==> src/rtl/dtimer_pkg.sv <==
package dtimer_pkg;
  localparam int ONESHOT_B = 0;
  localparam int WIDE_B    = 1;
  localparam int PRE_LO    = 2;
  localparam int PRE_HI    = 3;
  localparam int IE_B      = 5;
  localparam int MODE_B    = 6;
  localparam int EN_B      = 7;
  localparam logic [31:0] CTRL_MASK = 32'h0000_00EF;

  typedef struct packed {
    logic       en;
    logic       periodic;
    logic       ie;
    logic [1:0] pre;
    logic       wide;
    logic       oneshot;
  } ctrl_t;

  function automatic ctrl_t to_ctrl(logic [31:0] w);
    ctrl_t c;
    c.en       = w[EN_B];
    c.periodic = w[MODE_B];
    c.ie       = w[IE_B];
    c.pre      = w[PRE_HI:PRE_LO];
    c.wide     = w[WIDE_B];
    c.oneshot  = w[ONESHOT_B];
    return c;
  endfunction

  function automatic logic [31:0] from_ctrl(ctrl_t c);
    logic [31:0] w;
    w = '0;
    w[EN_B]          = c.en;
    w[MODE_B]        = c.periodic;
    w[IE_B]          = c.ie;
    w[PRE_HI:PRE_LO] = c.pre;
    w[WIDE_B]        = c.wide;
    w[ONESHOT_B]     = c.oneshot;
    return w;
  endfunction
endpackage

==> src/rtl/dtimer_prescaler.sv <==
module dtimer_prescaler #(
  parameter int STEP = 4
) (
  input  logic       clk_i,
  input  logic       rst_ni,
  input  logic       run_i,
  input  logic       clr_i,
  input  logic [1:0] code_i,
  output logic       tick_o
);
  localparam int PRE_W = 2 * STEP;

  logic [PRE_W-1:0] cnt_q;
  logic [PRE_W-1:0] lim;

  // code 3 reserved: same divisor as code 2
  always_comb begin
    unique case (code_i)
      2'd0:    lim = '0;
      2'd1:    lim = {{(PRE_W-STEP){1'b0}}, {STEP{1'b1}}};
      default: lim = '1;
    endcase
  end

  assign tick_o = run_i && (cnt_q == lim);

  always_ff @(posedge clk_i or negedge rst_ni) begin
    if (!rst_ni)                 cnt_q <= '0;
    else if (clr_i || !run_i)    cnt_q <= '0;
    else if (tick_o)             cnt_q <= '0;
    else                         cnt_q <= cnt_q + 1'b1;
  end
endmodule

==> src/rtl/dtimer_regs.sv <==
module dtimer_regs
  import dtimer_pkg::*;
#(
  parameter int CNT_W = 32
) (
  input  logic             clk_i,
  input  logic             rst_ni,
  input  logic             ctrl_we_i,
  input  logic             load_we_i,
  input  logic             bgload_we_i,
  input  logic [CNT_W-1:0] wdata_i,
  output ctrl_t            ctrl_o,
  output logic [CNT_W-1:0] load_o,
  output logic             pre_chg_o
);
  ctrl_t            ctrl_q;
  logic [CNT_W-1:0] load_q;
  ctrl_t            ctrl_rst;
  logic [31:0]      wword;

  always_comb begin
    ctrl_rst    = '0;
    ctrl_rst.ie = 1'b1;
  end

  assign wword     = 32'(wdata_i);
  assign pre_chg_o = ctrl_we_i && (wword[PRE_HI:PRE_LO] != ctrl_q.pre);

  always_ff @(posedge clk_i or negedge rst_ni) begin
    if (!rst_ni) begin
      ctrl_q <= ctrl_rst;
      load_q <= '0;
    end else if (ctrl_we_i) begin
      ctrl_q <= to_ctrl(wword);
    end else if (load_we_i || bgload_we_i) begin
      load_q <= wdata_i;
    end
  end

  assign ctrl_o = ctrl_q;
  assign load_o = load_q;
endmodule

==> src/rtl/dtimer_count.sv <==
module dtimer_count
  import dtimer_pkg::*;
#(
  parameter int CNT_W  = 32,
  parameter int HALF_W = 16
) (
  input  logic             clk_i,
  input  logic             rst_ni,
  input  logic             tick_i,
  input  logic             ctrl_we_i,
  input  logic             load_we_i,
  input  logic             intclr_we_i,
  input  logic [CNT_W-1:0] wdata_i,
  input  logic [CNT_W-1:0] load_i,
  input  logic             wide_i,
  input  logic             periodic_i,
  input  logic             oneshot_i,
  input  logic             en_i,
  output logic [CNT_W-1:0] count_o,
  output logic             run_o,
  output logic             ris_o
);
  localparam logic [CNT_W-1:0] NARROW_M = {{(CNT_W-HALF_W){1'b0}}, {HALF_W{1'b1}}};

  logic [CNT_W-1:0] cnt_q, cnt_n, wmask, low, new_low, wlow;
  logic             run_q, run_n, ris_q, ris_set, tick_eff;

  assign wmask    = wide_i ? '1 : NARROW_M;
  assign low      = cnt_q & wmask;
  assign wlow     = wdata_i & wmask;
  assign tick_eff = tick_i && !ctrl_we_i && !load_we_i;

  always_comb begin
    cnt_n   = cnt_q;
    run_n   = run_q;
    ris_set = 1'b0;
    new_low = '0;
    if (ctrl_we_i) begin
      run_n = wdata_i[EN_B];
    end else if (load_we_i) begin
      cnt_n = wdata_i;
      if (periodic_i && (wlow == '0))   run_n = 1'b0;
      else if (en_i && (wlow != '0))    run_n = 1'b1;
    end else if (tick_eff) begin
      if (low == '0) begin
        new_low = periodic_i ? (load_i & wmask) : wmask;
      end else begin
        new_low = (low - 1'b1) & wmask;
        ris_set = (new_low == '0);
        if (ris_set && oneshot_i) run_n = 1'b0;
      end
      cnt_n = (cnt_q & ~wmask) | new_low;
    end
  end

  always_ff @(posedge clk_i or negedge rst_ni) begin
    if (!rst_ni) begin
      cnt_q <= '1;
      run_q <= 1'b0;
      ris_q <= 1'b0;
    end else begin
      cnt_q <= cnt_n;
      run_q <= run_n;
      ris_q <= ris_set | (ris_q & !intclr_we_i);
    end
  end

  assign count_o = cnt_q;
  assign run_o   = run_q;
  assign ris_o   = ris_q;
endmodule

==> src/rtl/dtimer.sv <==
module dtimer
  import dtimer_pkg::*;
#(
  parameter int CNT_W  = 32,
  parameter int HALF_W = 16,
  parameter int STEP   = 4
) (
  input  logic             clk_i,
  input  logic             rst_ni,
  input  logic             ctrl_we_i,
  input  logic             load_we_i,
  input  logic             bgload_we_i,
  input  logic             intclr_we_i,
  input  logic [CNT_W-1:0] wdata_i,
  output logic [CNT_W-1:0] count_o,
  output logic [CNT_W-1:0] load_o,
  output logic [31:0]      ctrl_o,
  output logic             ris_o,
  output logic             mis_o
);
  ctrl_t ctrl;
  logic  pre_chg, tick, run, ris;

  dtimer_regs #(.CNT_W(CNT_W)) u_regs (
    .clk_i, .rst_ni, .ctrl_we_i, .load_we_i, .bgload_we_i, .wdata_i,
    .ctrl_o(ctrl), .load_o(load_o), .pre_chg_o(pre_chg)
  );

  dtimer_prescaler #(.STEP(STEP)) u_pre (
    .clk_i, .rst_ni, .run_i(run), .clr_i(pre_chg), .code_i(ctrl.pre), .tick_o(tick)
  );

  dtimer_count #(.CNT_W(CNT_W), .HALF_W(HALF_W)) u_cnt (
    .clk_i, .rst_ni, .tick_i(tick), .ctrl_we_i, .load_we_i, .intclr_we_i,
    .wdata_i, .load_i(load_o), .wide_i(ctrl.wide), .periodic_i(ctrl.periodic),
    .oneshot_i(ctrl.oneshot), .en_i(ctrl.en),
    .count_o(count_o), .run_o(run), .ris_o(ris)
  );

  assign ctrl_o = from_ctrl(ctrl);
  assign ris_o  = ris;
  assign mis_o  = ris & ctrl.ie;
endmodule

==> config.mk <==
export PLATFORM = sky130hd
export DESIGN_NAME = dtimer
export DESIGN_NICKNAME = d
export VERILOG_FILES = /design/src/rtl/dtimer_pkg.sv /design/src/rtl/dtimer_prescaler.sv /design/src/rtl/dtimer_regs.sv /design/src/rtl/dtimer_count.sv /design/src/rtl/dtimer.sv
export SDC_FILE = /design/constraint.sdc
export NUM_CORES = 1
export LEC_CHECK = 0
export BUFFER_PORTS_ARGS = -buffer_cell sky130_fd_sc_hd__buf_2
export CORE_ASPECT_RATIO = 1.75
export CORE_MARGIN = 4
export CORE_UTILIZATION = 55
export CTS_BUF_LIST = sky130_fd_sc_hd__clkbuf_16
export DETAILED_ROUTE_END_ITERATION = 6
export GPL_ROUTABILITY_DRIVEN = 0
export MAX_ROUTING_LAYER = met4
export PLACE_DENSITY = 0.83
export SYNTH_ARGS = -nofsm -noshare
export SYNTH_HDL_FRONTEND = slang
export SYNTH_SLANG_ARGS = --single-unit
export TNS_END_PERCENT = 10
==> constraint.sdc <==
create_clock -name clk_i -period 5.6 [get_ports clk_i]
set_clock_uncertainty 0.05 [all_clocks]
set_input_delay 0.56 -clock clk_i [delete_from_list [all_inputs] [get_ports clk_i]]
set_output_delay 0.56 -clock clk_i [all_outputs]
set_load 0.02 [all_outputs]
[Word-level counts from Yosys, hierarchy flattened]
Index checks and enable logic that the tools add are counted.
Storage, ports and cells
  bits in read-only memories: 0
  register bits: 81
  latch bits: 0
  word-level logic and storage cells: 75
  memories: 0
  memory bits (writable): 0
  input port bits: 38
  output and inout port bits: 98
Cells by class
  $mul: 0
  reductions and logical operators: 24
  shift operators: 0
  $add $sub $neg: 2
  muxes and demuxes: 22
  equal/unequal tests: 5
  bitwise logic cells: 11
  div/mod/pow operators: 0
  order comparisons: 0
Operators by type and width (count)
  $mux 32: 8
  $and 32x32->32: 5
  $logic_not 32->1: 3
  $not 32->32: 1
  $or 32x32->32: 1
  $reduce_bool 32->1: 1
  $sub 32x1->32 const B: 1
  $mux 8: 2
  $pmux 8 s2: 1
  $mux 1: 11
  $add 8x1->8 const B: 1
  $eq 8x8->1: 1
  $logic_and 1x1->1: 7
  $reduce_bool 3->1: 2
  $logic_not 1->1: 4
  $ne 4x2->1 const B: 1
  $reduce_and 2->1: 2
  $reduce_and 4->1: 1
  $ne 3x3->1 const B: 1
  $and 1x1->1: 2
  $eq 2x1->1 const B: 1
  $logic_not 2->1: 1
  $logic_or 1x1->1: 2
  $ne 2x2->1: 1
  3 further kinds: 3

[Longest topological paths before layout]
Gate-level depths: netlist (run 1).
  depth in word-level cells: 12
  gate-level depth with buffers: 10
  gate-level depth less buffers: 9

[Hierarchy]
A second synthesis (run 1) with hierarchy kept.
Unflattened totals
  cell total of the unflattened synthesis: 568
  area, all modules: 5332.6 um^2
By module, submodules not included
  dtimer_count: seq. area each 890.9 um^2, cells each 413, instances 1, area an instance 3105.5 um^2
  dtimer_regs: seq. area each 977.2 um^2, cells each 86, instances 1, area an instance 1617.8 um^2
  dtimer_prescaler: seq. area each 200.2 um^2, cells each 42, instances 1, area an instance 411.6 um^2
  dtimer: seq. area each 0.0 um^2, cells each 27, instances 1, area an instance 197.7 um^2

[Worst setup path after synthesis (run 1)]
No wires, ideal clock.
  path type: flip-flop to flip-flop
  from: register u_cnt.cnt_q[18], in the netlist u_cnt.count_o[18]
  to: register u_cnt.run_q, in the netlist u_cnt.run_o
  arrival time: 2.548 ns
  library setup time: 0.148 ns
  stages on the path, launching flop included: 9
  path buffers: 1
  data required time: 5.402 ns
  slack: 2.854 ns
  period minus slack after synthesis: 2.746 ns
  cell sequence: dfstp_2 or4_1 buf_2 or4_4 a2111oi_4 xnor2_1 nand3_1 nor4_1 a41oi_1
Between the ends
  cells in the longest elaborated chain, start to end: 7
  elaborated cells on any way between the ends: 9
  those cells by class: add/sub: 1; eq/ne: 1; bitwise: 2; reduce/logical: 5
RTL lines
  from (decl): RTL line dtimer_count.sv:25  | logic [CNT_W-1:0] cnt_q, cnt_n, wmask, low, new_low, wlow;
  from (signal assigned): RTL line dtimer_count.sv:62  | cnt_q <= cnt_n;
  $and 32x32->32 *: RTL line dtimer_count.sv:29  | assign low = cnt_q & wmask;
  $sub 32x1->32: RTL line dtimer_count.sv:48  | new_low = (low - 1'b1) & wmask;
  $and 32x32->32: RTL line dtimer_count.sv:48
  $logic_not 32->1: RTL line dtimer_count.sv:49  | ris_set = (new_low == '0);
  $logic_and 1x1->1: RTL line dtimer_count.sv:50  | if (ris_set && oneshot_i) run_n = 1'b0;
  $reduce_bool 3->1 (no source line)
  $reduce_and 4->1 (no source line) *
  to (signal assigned): RTL line dtimer_count.sv:63  | run_q <= run_n;
  to (decl): RTL line dtimer_count.sv:26  | logic run_q, run_n, ris_q, ris_set, tick_eff;
Every way passes the cells marked *; elsewhere a longest branch is shown, timed or not.
A chain may end at the register's enable or synchronous reset.

[Final worst setup path (run 1)]
  from: input port load_we_i
  to: register u_cnt.cnt_q[23], in the netlist u_cnt.count_o[23]
Between the ends
  cells in the longest elaborated chain, start to end: 4
  elaborated cells on any way between the ends: 5
  those cells by class: mux: 1; reduce/logical: 4
RTL lines
  from (decl): RTL line dtimer.sv:11  | input logic load_we_i,
  $logic_not 1->1: RTL line dtimer_count.sv:31  | assign tick_eff = tick_i && !ctrl_we_i && !load_we_i;
  $logic_and 1x1->1: RTL line dtimer_count.sv:31
  $reduce_bool 2->1 (no source line)
  $reduce_and 2->1 (no source line)
Parallel ways exist; a longest one is shown, timed or not.

==> results.md, run 1 <==
* TritonCTS buffer count at 9
* DRT iter0 DRCs at 760
* Die height at 137 µm
* Status: complete, no violations
* Clock root cell: clkbuf_16
* Sequential Area at 2070 µm²
* Final Core Density at 65.1%
* Static leakage at 2.49 nW
* Async set-reset flop share out of synthesis at 100%
* Starting density of the core at 56.9%
* Fin. max-slew vios at 0
* Actual slew at the worst max-slew pin at 1.01 ns
* Nets at 705
* Die X at 81.8 µm
* Routed length per placed instance at 20.6 µm
* Area of the multi-input gates at 2840 µm²
* Fin crit share at 59.9%
* Vias per Instance at 6.40
* CP Launch Type: input port
* Maximum clock frequency at 298 MHz
* Fin. Hold Viols at 0
* RR Startpoint: u_cnt.count_o[0]
* Clock slew at reported path FFs at 0.06 ns
* Clock Sinks at 81
* Dpl hpwl at 11600 µm
* IO Count at 136
* Most frequent cell after synthesis: nand2_1
* Setup CP Type: in -> reg
* RSZ-0062 raised after global routing: false
* Cell Pwr Density at 344 nW/µm²
* Placed cell areas at 5700 µm²
* R2r setup slk at 2.36 ns
* Post-route cell area at 6000 µm²
* TNS Setup at 0 ns
* Predominant post-synthesis flop cell: dfrtp_1
* Post-CTS Resized at 0
* Cells after Synth at 582
* # rows at 46
* Post-Place Cells at 772
* Synth-to-layout area growth at 14.4%
* Post-synth cell types at 65
* Max_cap viols at 0
* Worst Hold Class: in -> async
* Switching power share of the total at 37.8%
* Initial antenna violation count at 0
* Drt pass-1 iters at 6
* Synth Area per Inst at 9.00 µm²
* # port buffers at 110
* Setup crit end kind: flip-flop
* Synth warnings at 0
* Via count at 5043
* Mapped cell area at 5240 µm²
* Hold_ws at 0.309 ns
* Bufs on Longest Clock Path at 2
* R2r endpoint: u_cnt.run_o
* EDFF count, synth at 0
* Worst vdd ir at 0.235 mV
* Pwr Total at 2.06 mW
* Fill cells at 771
* Post-CTS Setup Bufs at 0
* Final wirelength at 16300 µm
* DRT antenna net count at 0
* R2R cell count at 9
* Endpoints failing setup at 0
* Crit path DAT at 3.56 ns
* CTS Hold Bufs at 0
* Cell-internal power at 1.28 mW
* DP Worst Slack at 2.09 ns
* N_diodes at 0
* #FFs+latches synth at 81
* Top cells by area, synth: dfrtp_1 23%, dfstp_2 17%, mux2_2 8.2%
* Final WS setup at 2.24 ns
* Synth area leader: dfrtp_1
* Vias in the first global route at 5008
* Largest net degree at the start of global routing at 82
* Clock Latency Late Sink at 0.35 ns
* Area share of the largest cell type after synthesis at 22.9%
* Critical Path RT at 5.81 ns
* Logic pwr share at 29.6%
* Global-route wire length before repair at 26400 µm
* Register share of total power at 41.8%
* Core ar. at 9210 µm²
* Total Routing Usage GR at 31.9%
* Critical Path Fanout Max at 40
* CTS H-tree lvls at 3
* Share of layout cells above drive strength 1 at 31.6%
* Commonest cells in the netlist: 51 x nand2_1, 48 x dfrtp_1, 40 x o21ai_0
* CTS tree: built
* Max_slew headroom at 32.5%
* Congestion Overflow GR at 0
* Clk pwr share at 28.6%
* Die area at 11200 µm²
* Sw power at 0.780 mW
* Non-Filler Instances at 788
* # DRC at 0
* Tmin final at 3.36 ns
* Register area share after synthesis at 39.5%
how the worst max path moves through the flow:
stage | startpoint | depth (start not counted) | endpoint
3_5_place_dp | load_we_i | 7 | u_cnt.count_o[23]
2_1_floorplan | u_cnt.count_o[18] | 8 | u_cnt.run_o
4_1_cts | load_we_i | 7 | u_cnt.count_o[23]
5_1_grt | load_we_i | 7 | u_cnt.count_o[23]
3_3_place_gp | load_we_i | 7 | u_cnt.count_o[23]
6_report | load_we_i | 7 | u_cnt.count_o[23]
power groups by stage:
| stage | Clock (mW) | Sequential, mW | Combinational (mW) |
|---|---|---|---|
| global placement | 0 | 0.858 | 0.589 |
| global route | 0.621 | 0.876 | 0.666 |
| floorplan | 0 | 0.916 | 0.337 |
| finish | 0.590 | 0.862 | 0.610 |
| CTS | 0.593 | 0.855 | 0.608 |
| detailed placement | 0 | 0.863 | 0.604 |
worst max-delay path, stage by stage:
cell,delay [ns]
buf_2,0.60
inv_1,0.71
o21a_1,0.30
nor2_1,0.63
buf_4,0.34
o21ai_0,0.13
a22oi_1,0.28
metal layers:
| layer | vias to the layer above | routed length [µm] | track usage (%) |
|---|---|---|---|
| met3 | 92 | 1520 | 7.25 |
| li1 | 2250 | - | - |
| met4 | 0 | 1170 | 19.2 |
| met2 | 352 | 7950 | 50.2 |
| met1 | 2349 | 5620 | 36.4 |
| met5 | - | 0 | - |
layout make-up:
type                    count  area share, %
clock buffers               9           3.76
clock inverters             7           1.15
inverters                  13          0.814
multi-input cells         442           47.3
flip-flops and latches     81           34.5
well taps                 120           2.50
repair buffers            116           9.97
cell usage in the layout, fill, tap and decap left out, drive strengths merged, types with 3 or more instances in the layout:
cell and n:
buf 116, nand2 51, dfrtp 48, o21ai 43, nor2 38, mux2 38, dfstp 33, a21oi 32
nor3 28, conb 25, nor4 20, nand3 19, inv 16, xor2 13, xnor2 13, nand4 9
o311a 9, clkbuf 9, a211oi 8, or3 7, o22ai 7, a31oi 6, and2 6, o31ai 5
or4 5, nand2b 4, o21a 4, o221ai 4, a41oi 4, ha 4, nor3b 3, a22o 3
sequential cells by signal, indices dropped and copies added, names as in the netlist:
register / count
u_cnt.count_o: 32
u_cnt.ris_o: 1
u_cnt.run_o: 1
u_pre.cnt_q: 8
u_regs.ctrl_o: 7
u_regs.load_o: 32
cell families (layout without fill, tap and decap cells):
family / count (synthesis) / in the layout / synth area share, %
multiplexers: 40 / 40 / 8.55
flip-flops: 81 / 81 / 39.5
adder cells (fa/ha/maj): 4 / 4 / 0.955
XOR/XNOR: 26 / 26 / 4.35
buffers and inverters: 83 / 145 / 8.17
other: 1 / 25 / 0.0716
AND/OR/NAND/NOR: 199 / 199 / 19.6
AO/OA/AOI/OAI: 148 / 148 / 18.8
Note: power is estimated with default switching activity, not from simulation.
==> run 2, diff against run 1 <==
--- a/config.mk
+++ b/config.mk
@@ -8,12 +8,12 @@
 export BUFFER_PORTS_ARGS = -buffer_cell sky130_fd_sc_hd__buf_2
 export CORE_ASPECT_RATIO = 1.75
 export CORE_MARGIN = 4
-export CORE_UTILIZATION = 55
+export CORE_UTILIZATION = 54
 export CTS_BUF_LIST = sky130_fd_sc_hd__clkbuf_16
 export DETAILED_ROUTE_END_ITERATION = 6
 export GPL_ROUTABILITY_DRIVEN = 0
 export MAX_ROUTING_LAYER = met4
-export PLACE_DENSITY = 0.83
+export PLACE_DENSITY = 0.81
 export SYNTH_ARGS = -nofsm -noshare
 export SYNTH_HDL_FRONTEND = slang
 export SYNTH_SLANG_ARGS = --single-unit
==> constraint.sdc (replaced) <==
create_clock -name clk_i -period 3.2 [get_ports clk_i]
set_clock_uncertainty 0.05 [all_clocks]
set_input_delay 0.32 -clock clk_i [delete_from_list [all_inputs] [get_ports clk_i]]
set_output_delay 0.32 -clock clk_i [all_outputs]
set_load 0.02 [all_outputs]
==> run 2 against run 1 <==
First-iteration DRC count fell by 11%. Non-clock buffer count rose by 10. Register-to-register slack got worse by 2.2 ns.
==> results.md, run 2 (same netlist as run 1, synthesis figures left out) <==
* Post-route cell area at 6070 µm² (was 6000 µm²)
* Area of the multi-input gates at 2860 µm² (was 2840 µm²)
* N_diodes at 0 (unchanged)
* Setup crit end kind: flip-flop (unchanged)
* TritonCTS buffer count at 9 (unchanged)
* Drt pass-1 iters at 5 (was 6)
* Vias in the first global route at 5051 (was 5008)
* Placed cell areas at 5780 µm² (was 5700 µm²)
* CTS H-tree lvls at 3 (unchanged)
* Maximum clock frequency at 329 MHz
* Clock slew at reported path FFs at 0.06 ns (about the same)
* Final wirelength at 16300 µm (about the same)
* CP Launch Type: flip-flop (was input port)
* CTS Hold Bufs at 0 (unchanged)
* Setup CP Type: reg -> reg (was in -> reg)
* Hold_ws at 0.101 ns (was 0.309 ns)
* Via count at 5215 (was 5043)
* Fin. Hold Viols at 0 (unchanged)
* Layer carrying the most global-route usage: met2 (unchanged)
* Met2 GRT Util at 48.1% (was 50.2%)
* Die X at 82.5 µm (was 81.8 µm)
* Clock root cell: clkbuf_16 (unchanged)
* Max_slew headroom at 33.1% (was 32.5%)
* Endpoints failing setup at 0 (unchanged)
* TNS Setup at 0 ns (unchanged)
* Largest net degree at the start of global routing at 82 (unchanged)
* # rows at 47 (was 46)
* DRT antenna net count at 0 (unchanged)
* Cell Pwr Density at 580 nW/µm² (was 344 nW/µm²)
* Most frequent cells in the layout: 109 x buf_2, 51 x nand2_1, 48 x dfrtp_1 (unchanged)
* Worst vdd ir at 0.392 mV (was 0.235 mV)
* CTS tree: built (unchanged)
* IO Count at 136 (unchanged)
* Clock Sinks at 81 (unchanged)
* Initial antenna violation count at 0 (unchanged)
* R2r setup slk at 0.16 ns (was 2.36 ns)
* Share of layout cells above drive strength 1 at 32.7% (was 31.6%)
* Nets at 715 (was 705)
* Routed length per placed instance at 20.4 µm (was 20.6 µm)
* DRT iter0 DRCs at 675 (was 760)
* Die area at 11400 µm² (was 11200 µm²)
* Sequential Area at 2070 µm² (unchanged)
* Critical Path RT at 3.34 ns (was 5.81 ns)
* Bufs on Longest Clock Path at 2 (unchanged)
* Actual slew at the worst max-slew pin at 1.00 ns (was 1.01 ns)
* RSZ-0062 raised after global routing: false (unchanged)
* Critical Path Fanout Max at 7 (was 40)
* Fin crit share at 95.0%
* Die height at 138 µm (was 137 µm)
* Static leakage at 2.54 nW (was 2.49 nW)
* Fill cells at 807 (was 771)
* Commonest non-fill, non-tap cell in the layout: buf_2 (unchanged)
* Fin. max-slew vios at 0 (unchanged)
* Pwr Total at 3.52 mW (was 2.06 mW)
* # port buffers at 110 (unchanged)
* Core ar. at 9470 µm² (was 9210 µm²)
* Status: complete, no violations (unchanged)
* Met1 usage at 33.8% (was 36.4%)
* Worst Hold Class: in -> async (unchanged)
* Synth-to-layout area growth at 15.8% (was 14.4%)
* Total Routing Usage GR at 30.2% (was 31.9%)
* Congestion Overflow GR at 0 (unchanged)
* Tmin final at 3.04 ns
* Met3 usage at 4.88% (was 7.25%)
* Global-route wire length before repair at 26000 µm (was 26400 µm)
* # DRC at 0 (unchanged)
* Clock Latency Late Sink at 0.34 ns (was 0.35 ns)
* Starting density of the core at 55.3% (was 56.9%)
* Dpl hpwl at 12100 µm (was 11600 µm)
* Max_cap viols at 0 (unchanged)
* Crit path DAT at 3.18 ns (was 3.56 ns)
* Vias per Instance at 6.52 (was 6.40)
[run 2: cell types whose count changed in the layout (fill, tap and decap cells not counted), sizes merged]
cell      delta
buf         +10
bufinv       -1
clkinv       +2
clkinvlp     -1
[run 2: area by class of cell]
| class | instances | area share, % |
|---|---|---|
| clock buffer | 9 | 3.71 |
| tap | 122 | 2.52 |
| timing repair buffer | 126 | 11.1 |
| sequential | 81 | 34.1 |
| clock inverter | 7 | 0.578 |
| multi-input combinational | 442 | 47.2 |
| inverter | 13 | 0.804 |
[run 2: through the flow]
stage / cells / worst slack (ns) / utilization (%)
detailed placement: 784 / 0.148 / 61.1
CTS: 800 / 0.161 / 63.8
floorplan: 606 / 0.454 / -
global route: 800 / 0.0128 / 64.1
finish: 800 / 0.161 / 64.1
global placement: 784 / 0.301 / 61.1
[run 2: layer usage]
metal | vias up | share of wire, %
met1 | 2455 | 35
li1 | 2285 | -
met2 | 375 | 50
met3 | 100 | 8.0
met5 | - | 0
met4 | 0 | 7.7
[run 2: what timing repair did]
item                       in CTS  in global routing
setup endpoints to repair       0                  2
setup buffers                   0                  0
gates resized for setup         0                  4
[run 2: report_power, final]
part	total, mW	internal (mW)	switching (mW)
logic	1.09	0.409	0.679
registers	1.51	1.25	0.265
clock network	0.918	0.514	0.405
total	3.52	2.17	1.35
[run 2: final timing paths]
kind                       cells past startpoint              start                end
hold / removal                                 1             rst_ni     u_pre.cnt_q[1]
setup / recovery                               7  u_cnt.count_o[18]        u_cnt.run_o
max in group asynchronous                      1             rst_ni  u_regs.load_o[31]
min in group clk_i                             3        wdata_i[27]  u_cnt.count_o[27]
hold reg to reg                                1     u_pre.cnt_q[0]     u_pre.cnt_q[0]
setup reg to reg                               7  u_cnt.count_o[18]        u_cnt.run_o
[run 2: worst max-delay path: stages, from the launching register on]
cell,delay [ns]
dfstp_2,0.41
or4_1,0.65
or4_4,0.48
a2111oi_4,0.34
xnor2_1,0.21
nand3_1,0.11
nor4_1,0.48
a41oi_1,0.18
